`config.mk`:
```
export PLATFORM = sky130hd
export DESIGN_NAME = shmul_result_hub
export DESIGN_NICKNAME = d
export VERILOG_FILES = /design/src/rtl/shmul_result_hub.sv
export SDC_FILE = /design/constraint.sdc
export NUM_CORES = 2
export LEC_CHECK = 0
export ABC_CLOCK_PERIOD_IN_PS = 11600
export CORE_MARGIN = 8
export CORE_UTILIZATION = 30
export DETAILED_ROUTE_END_ITERATION = 8
export DONT_BUFFER_PORTS = 1
export SYNTH_ARGS = -nofsm -noshare
export SYNTH_HDL_FRONTEND = slang
export SYNTH_SLANG_ARGS = --single-unit
export TNS_END_PERCENT = 1
```
`constraint.sdc`:
```
create_clock -name clk -period 11.6 [get_ports clk]
set_input_delay 1.16 -clock clk [delete_from_list [all_inputs] [get_ports clk]]
set_output_delay 1.16 -clock clk [all_outputs]
set_load 0.02 [all_outputs]
```
`src/rtl/shmul_result_hub.sv`:
```
module shmul_result_hub #(
  parameter int NCLI = 4,
  parameter int LAT  = 6,
  parameter int W    = 32
) (
  input  logic              clk,
  input  logic              rst_n,
  input  logic [NCLI-1:0]   cli_rst,
  input  logic [NCLI-1:0]   req_valid,
  input  logic [NCLI*W-1:0] req_a,
  input  logic [NCLI*W-1:0] req_b,
  output logic [NCLI-1:0]   req_gnt,
  input  logic [NCLI-1:0]   rd_en,
  input  logic [NCLI-1:0]   rd_sel_y,
  input  logic [NCLI-1:0]   rd_poll,
  output logic [NCLI-1:0]   rd_done,
  output logic [NCLI-1:0]   rd_stall,
  output logic [NCLI-1:0]   rd_flag,
  output logic [NCLI*W-1:0] rd_data
);
  localparam int IW = (NCLI > 1) ? $clog2(NCLI) : 1;
  localparam int CW = $clog2(LAT + 1);
  localparam int PW = 2 * W;

  logic [IW-1:0]           slot;
  logic [NCLI-1:0][CW-1:0] cnt;
  logic [NCLI-1:0]         vld;
  logic [NCLI-1:0][PW-1:0] res;
  logic [LAT-1:0]          pv;
  logic [LAT-1:0][IW-1:0]  pid;
  logic [LAT-1:0][PW-1:0]  pp;
  logic [NCLI-1:0]         arrive, consume;
  logic [W-1:0]            a_s, b_s;
  logic                    iss;

  assign a_s = req_a[int'(slot)*W +: W];
  assign b_s = req_b[int'(slot)*W +: W];
  assign iss = req_valid[slot] & ~cli_rst[slot] & (cnt[slot] != CW'(LAT));

  for (genvar i = 0; i < NCLI; i++) begin : g_cli
    logic          have, empty_blk;
    logic [PW-1:0] cur;
    logic [W-1:0]  word;
    assign req_gnt[i]  = iss && (slot == IW'(i));
    assign arrive[i]   = pv[LAT-1] && (pid[LAT-1] == IW'(i));
    assign have        = vld[i] | arrive[i];
    assign cur         = arrive[i] ? pp[LAT-1] : res[i];
    assign word        = rd_sel_y[i] ? cur[PW-1:W] : cur[W-1:0];
    assign empty_blk   = rd_en[i] & ~rd_poll[i] & ~have;
    assign rd_stall[i] = empty_blk & (cnt[i] != '0);
    assign rd_done[i]  = rd_en[i] & ~rd_stall[i];
    assign rd_flag[i]  = have;
    assign consume[i]  = rd_done[i] & rd_sel_y[i] & have;
    assign rd_data[i*W +: W] = empty_blk ? '0 : word;
  end

  always_ff @(posedge clk) begin
    if (!rst_n) begin
      slot <= '0;
      pv   <= '0;
      pid  <= '0;
      pp   <= '0;
    end else begin
      slot <= (slot == IW'(NCLI-1)) ? '0 : slot + 1'b1;
      pv   <= {pv[LAT-2:0], iss};
      pid  <= {pid[LAT-2:0], slot};
      pp   <= {pp[LAT-2:0], {{W{1'b0}}, a_s} * {{W{1'b0}}, b_s}};
    end
  end

  always_ff @(posedge clk) begin
    if (!rst_n) begin
      cnt <= '0;
      vld <= '0;
      res <= '0;
    end else begin
      for (int i = 0; i < NCLI; i++) begin
        if (arrive[i]) res[i] <= pp[LAT-1];
        vld[i] <= (vld[i] | arrive[i]) & ~consume[i];
        if (cli_rst[i])
          cnt[i] <= '0;
        else if (req_gnt[i] && !arrive[i])
          cnt[i] <= cnt[i] + 1'b1;
        else if (!req_gnt[i] && arrive[i] && cnt[i] != '0)
          cnt[i] <= cnt[i] - 1'b1;
      end
    end
  end
endmodule

```
==> impl_metrics.env <==
export IMPL_post_cts_buffers=0
export IMPL_postSynthCellCount=6170
export IMPL_met2_usage_pct=31.09
export IMPL_ctsHoldBuffers=0
export IMPL_setup_tns_ps=0
export IMPL_gr_total_overflow=0
export IMPL_die_area_um2=204600
export IMPL_multiInputGateArea_um2=39040
export IMPL_grt_pass1_vias=44020
export IMPL_crit_start="slot[0]$_SDFF_PP0_"
export IMPL_crit_required_ps=12050
export IMPL_cts_resized=0
export IMPL_syn_area_per_cell_um2=9.256
export IMPL_timing_hold_ws_ps=410.2
export IMPL_cp_common_cell="fa_1"
export IMPL_setup_violations=0
export IMPL_place_congestion=0.9725
export IMPL_cts_buffers=67
export IMPL_grt_use_met3_pct=4.529
export IMPL_path_class="flop to flop"
export IMPL_synth_area_um2=57110
export IMPL_drive_gt1_share_pct=7.517
export IMPL_slowest_delay_ps=1030
export IMPL_tightestPinTransition_ps=1333
export IMPL_cp_start_kind="flop"
export IMPL_wl_per_cell_um=23.28
export IMPL_synth_warnings=0
export IMPL_synth_edff_count=0
export IMPL_path_max_fanout=45
export IMPL_rsz0062_at_grt="false"
export IMPL_drtAntennaViolNets=0
export IMPL_regArea_um2=13540
export IMPL_portBuffers=0
export IMPL_maxSlewViolCount=0
export IMPL_vias=42200
export IMPL_max_slew_margin_pct=11.16
export IMPL_grt_max_degree=463
export IMPL_ioPinCount=422
export IMPL_worstHoldStart="pp[290]$_SDFF_PN0_"
export IMPL_fmax_ghz=0.09924
export IMPL_worstPathArrival_ps=10520
export IMPL_coreArea_um2=189600
export IMPL_start_util_pct=30.12
export IMPL_fillers=19560
export IMPL_die_w_um=452.3
export IMPL_yosysSeqAreaShare_pct=23.70
export IMPL_r2r_start="slot[0]$_SDFF_PP0_"
export IMPL_min_period_ps=10080
export IMPL_hold_class="flop to flop"
export IMPL_num_rows=160
export IMPL_status="complete, no violations"
export IMPL_ys_flop_type="dfxtp_1"
export IMPL_synth_seq_cells=676
export IMPL_cts_tree="yes"
export IMPL_nets=7450
export IMPL_dp_final_hpwl_um=154200
export IMPL_routed_wl_um=199400
export IMPL_clock_latency_ps=590
export IMPL_cts_buffer_depth=3
export IMPL_end_kind="flop"
export IMPL_die_height_um=452.3
export IMPL_skew_ps=29.21
export IMPL_antenna_found_initial=13
export IMPL_gr_usage_met1_pct=23.57
export IMPL_htree_levels=3
export IMPL_busiest_layer="met2"
export IMPL_drv_cap=0
export IMPL_drt_pass1_iterations=6
export IMPL_fin_util_pct=32.89
export IMPL_drc=0
export IMPL_drt_iter0_markers=3432
export IMPL_critPathSlowestCell="dfxtp_4"
export IMPL_clock_sinks=676
export IMPL_synth_distinct_cells=70
export IMPL_post_route_period_util_pct=86.87
export IMPL_async_flop_share_pct=0
export IMPL_hold_viol_final=0
export IMPL_grt_pass1_wl_um=292100
export IMPL_dp_slack_ps=1602
export IMPL_area_growth_pct=9.195
export IMPL_path_clk_slew_ps=60
export IMPL_clock_root_buffer="clkbuf_16"
export IMPL_viasPerCell=4.926
export IMPL_grtUsageTotal_pct=18.91
export IMPL_syn_nets=7615
export IMPL_fin_ws_ps=1523
[cell type report]
| type | instances | share of cell area [%] |
|---|---|---|
| antenna | 3 | 0.01204 |
| clock buffer | 96 | 3.174 |
| clock inverter | 21 | 0.4414 |
| inverter | 873 | 5.263 |
| multi-input combinational | 4248 | 62.61 |
| sequential | 676 | 21.71 |
| tap | 2511 | 5.038 |
| timing repair buffer | 139 | 1.754 |
[routing by layer]
| metal | vias up | part of all wire, % |
|---|---|---|
| li1 | 18540 | - |
| met1 | 21180 | 39 |
| met2 | 2041 | 46 |
| met3 | 442 | 9.1 |
| met4 | 2 | 5.5 |
| met5 | - | 0.0065 |
[logic make-up (layout without fill, tap and decap cells)]
logic type,count (synthesis),after routing,share of synthesized area [%]
XOR/XNOR,55,55,0.8435
other,0,3,0
buffers and inverters,1246,1129,8.244
multiplexers,386,386,7.217
AND/OR/NAND/NOR,2190,2190,17.41
adder cells (fa/ha/maj),1167,1167,37.40
AO/OA/AOI/OAI,450,450,5.195
flip-flops,676,676,23.70
[critical path, delay by kind of cell, from the launching register on]
family	cells	cell delay [ps]
buffers and inverters	5	840
XOR/XNOR	1	180
adder cells (fa/ha/maj)	9	4290
flip-flops	1	1030
AO/OA/AOI/OAI	6	2910
multiplexers	1	140
AND/OR/NAND/NOR	4	450
[Yosys cell counts, types with 82 or more instances]
| library cell | instances | share of area, % |
|---|---|---|
| nand2_1 | 593 | 3.9 |
| a21oi_1 | 82 | 0.72 |
| a211oi_1 | 105 | 1.4 |
| dfxtp_1 | 676 | 24 |
| fa_1 | 900 | 32 |
| ha_1 | 267 | 5.8 |
| clkbuf_1 | 329 | 2.2 |
| inv_1 | 871 | 5.7 |
| mux2_2 | 156 | 3.1 |
| and2_1 | 469 | 5.1 |
| mux2i_1 | 225 | 3.9 |
| nor2_1 | 898 | 5.9 |
[registers in the layout (all words and copies together), names as in the netlist]
register,count
pp,384
res,256
cnt,12
pid,12
pv,6
vld,4
slot,2
[worst paths after layout]
| path | to | slack [ps] | cells after the start |
|---|---|---|---|
| min | pp[354]$_SDFF_PN0_ | 410 | 1 |
| max reg2reg | pp[61]$_SDFF_PN0_ | 1520 | 26 |
| min reg2reg | pp[354]$_SDFF_PN0_ | 410 | 1 |
| max | pp[61]$_SDFF_PN0_ | 1520 | 26 |
[cells in the final DEF (no fill, tap or decap), types with 29 or more instances in the layout]
master / count
a211oi_1: 105
o21ai_1: 45
clkbuf_16: 70
o21a_1: 61
and3_1: 48
and2_1: 469
mux2i_1: 225
nand2b_1: 60
nor2_1: 898
nand2_1: 593
o21ai_0: 44
dfxtp_1: 674
buf_4: 135
mux2_2: 156
a21o_1: 29
a21oi_1: 82
fa_1: 900
xnor2_1: 30
ha_1: 267
inv_1: 871
[metrics by stage]
step / cells / area (um2)
2_1_floorplan: 6170 / 57110
3_3_place_gp: 8447 / 60100
3_5_place_dp: 8447 / 60100
4_1_cts: 8564 / 62350
5_1_grt: 8564 / 62350
6_report: 8567 / 62360
Power is not shown: default switching activity piles up to over one toggle a cycle in this logic, so the estimate is an artifact.
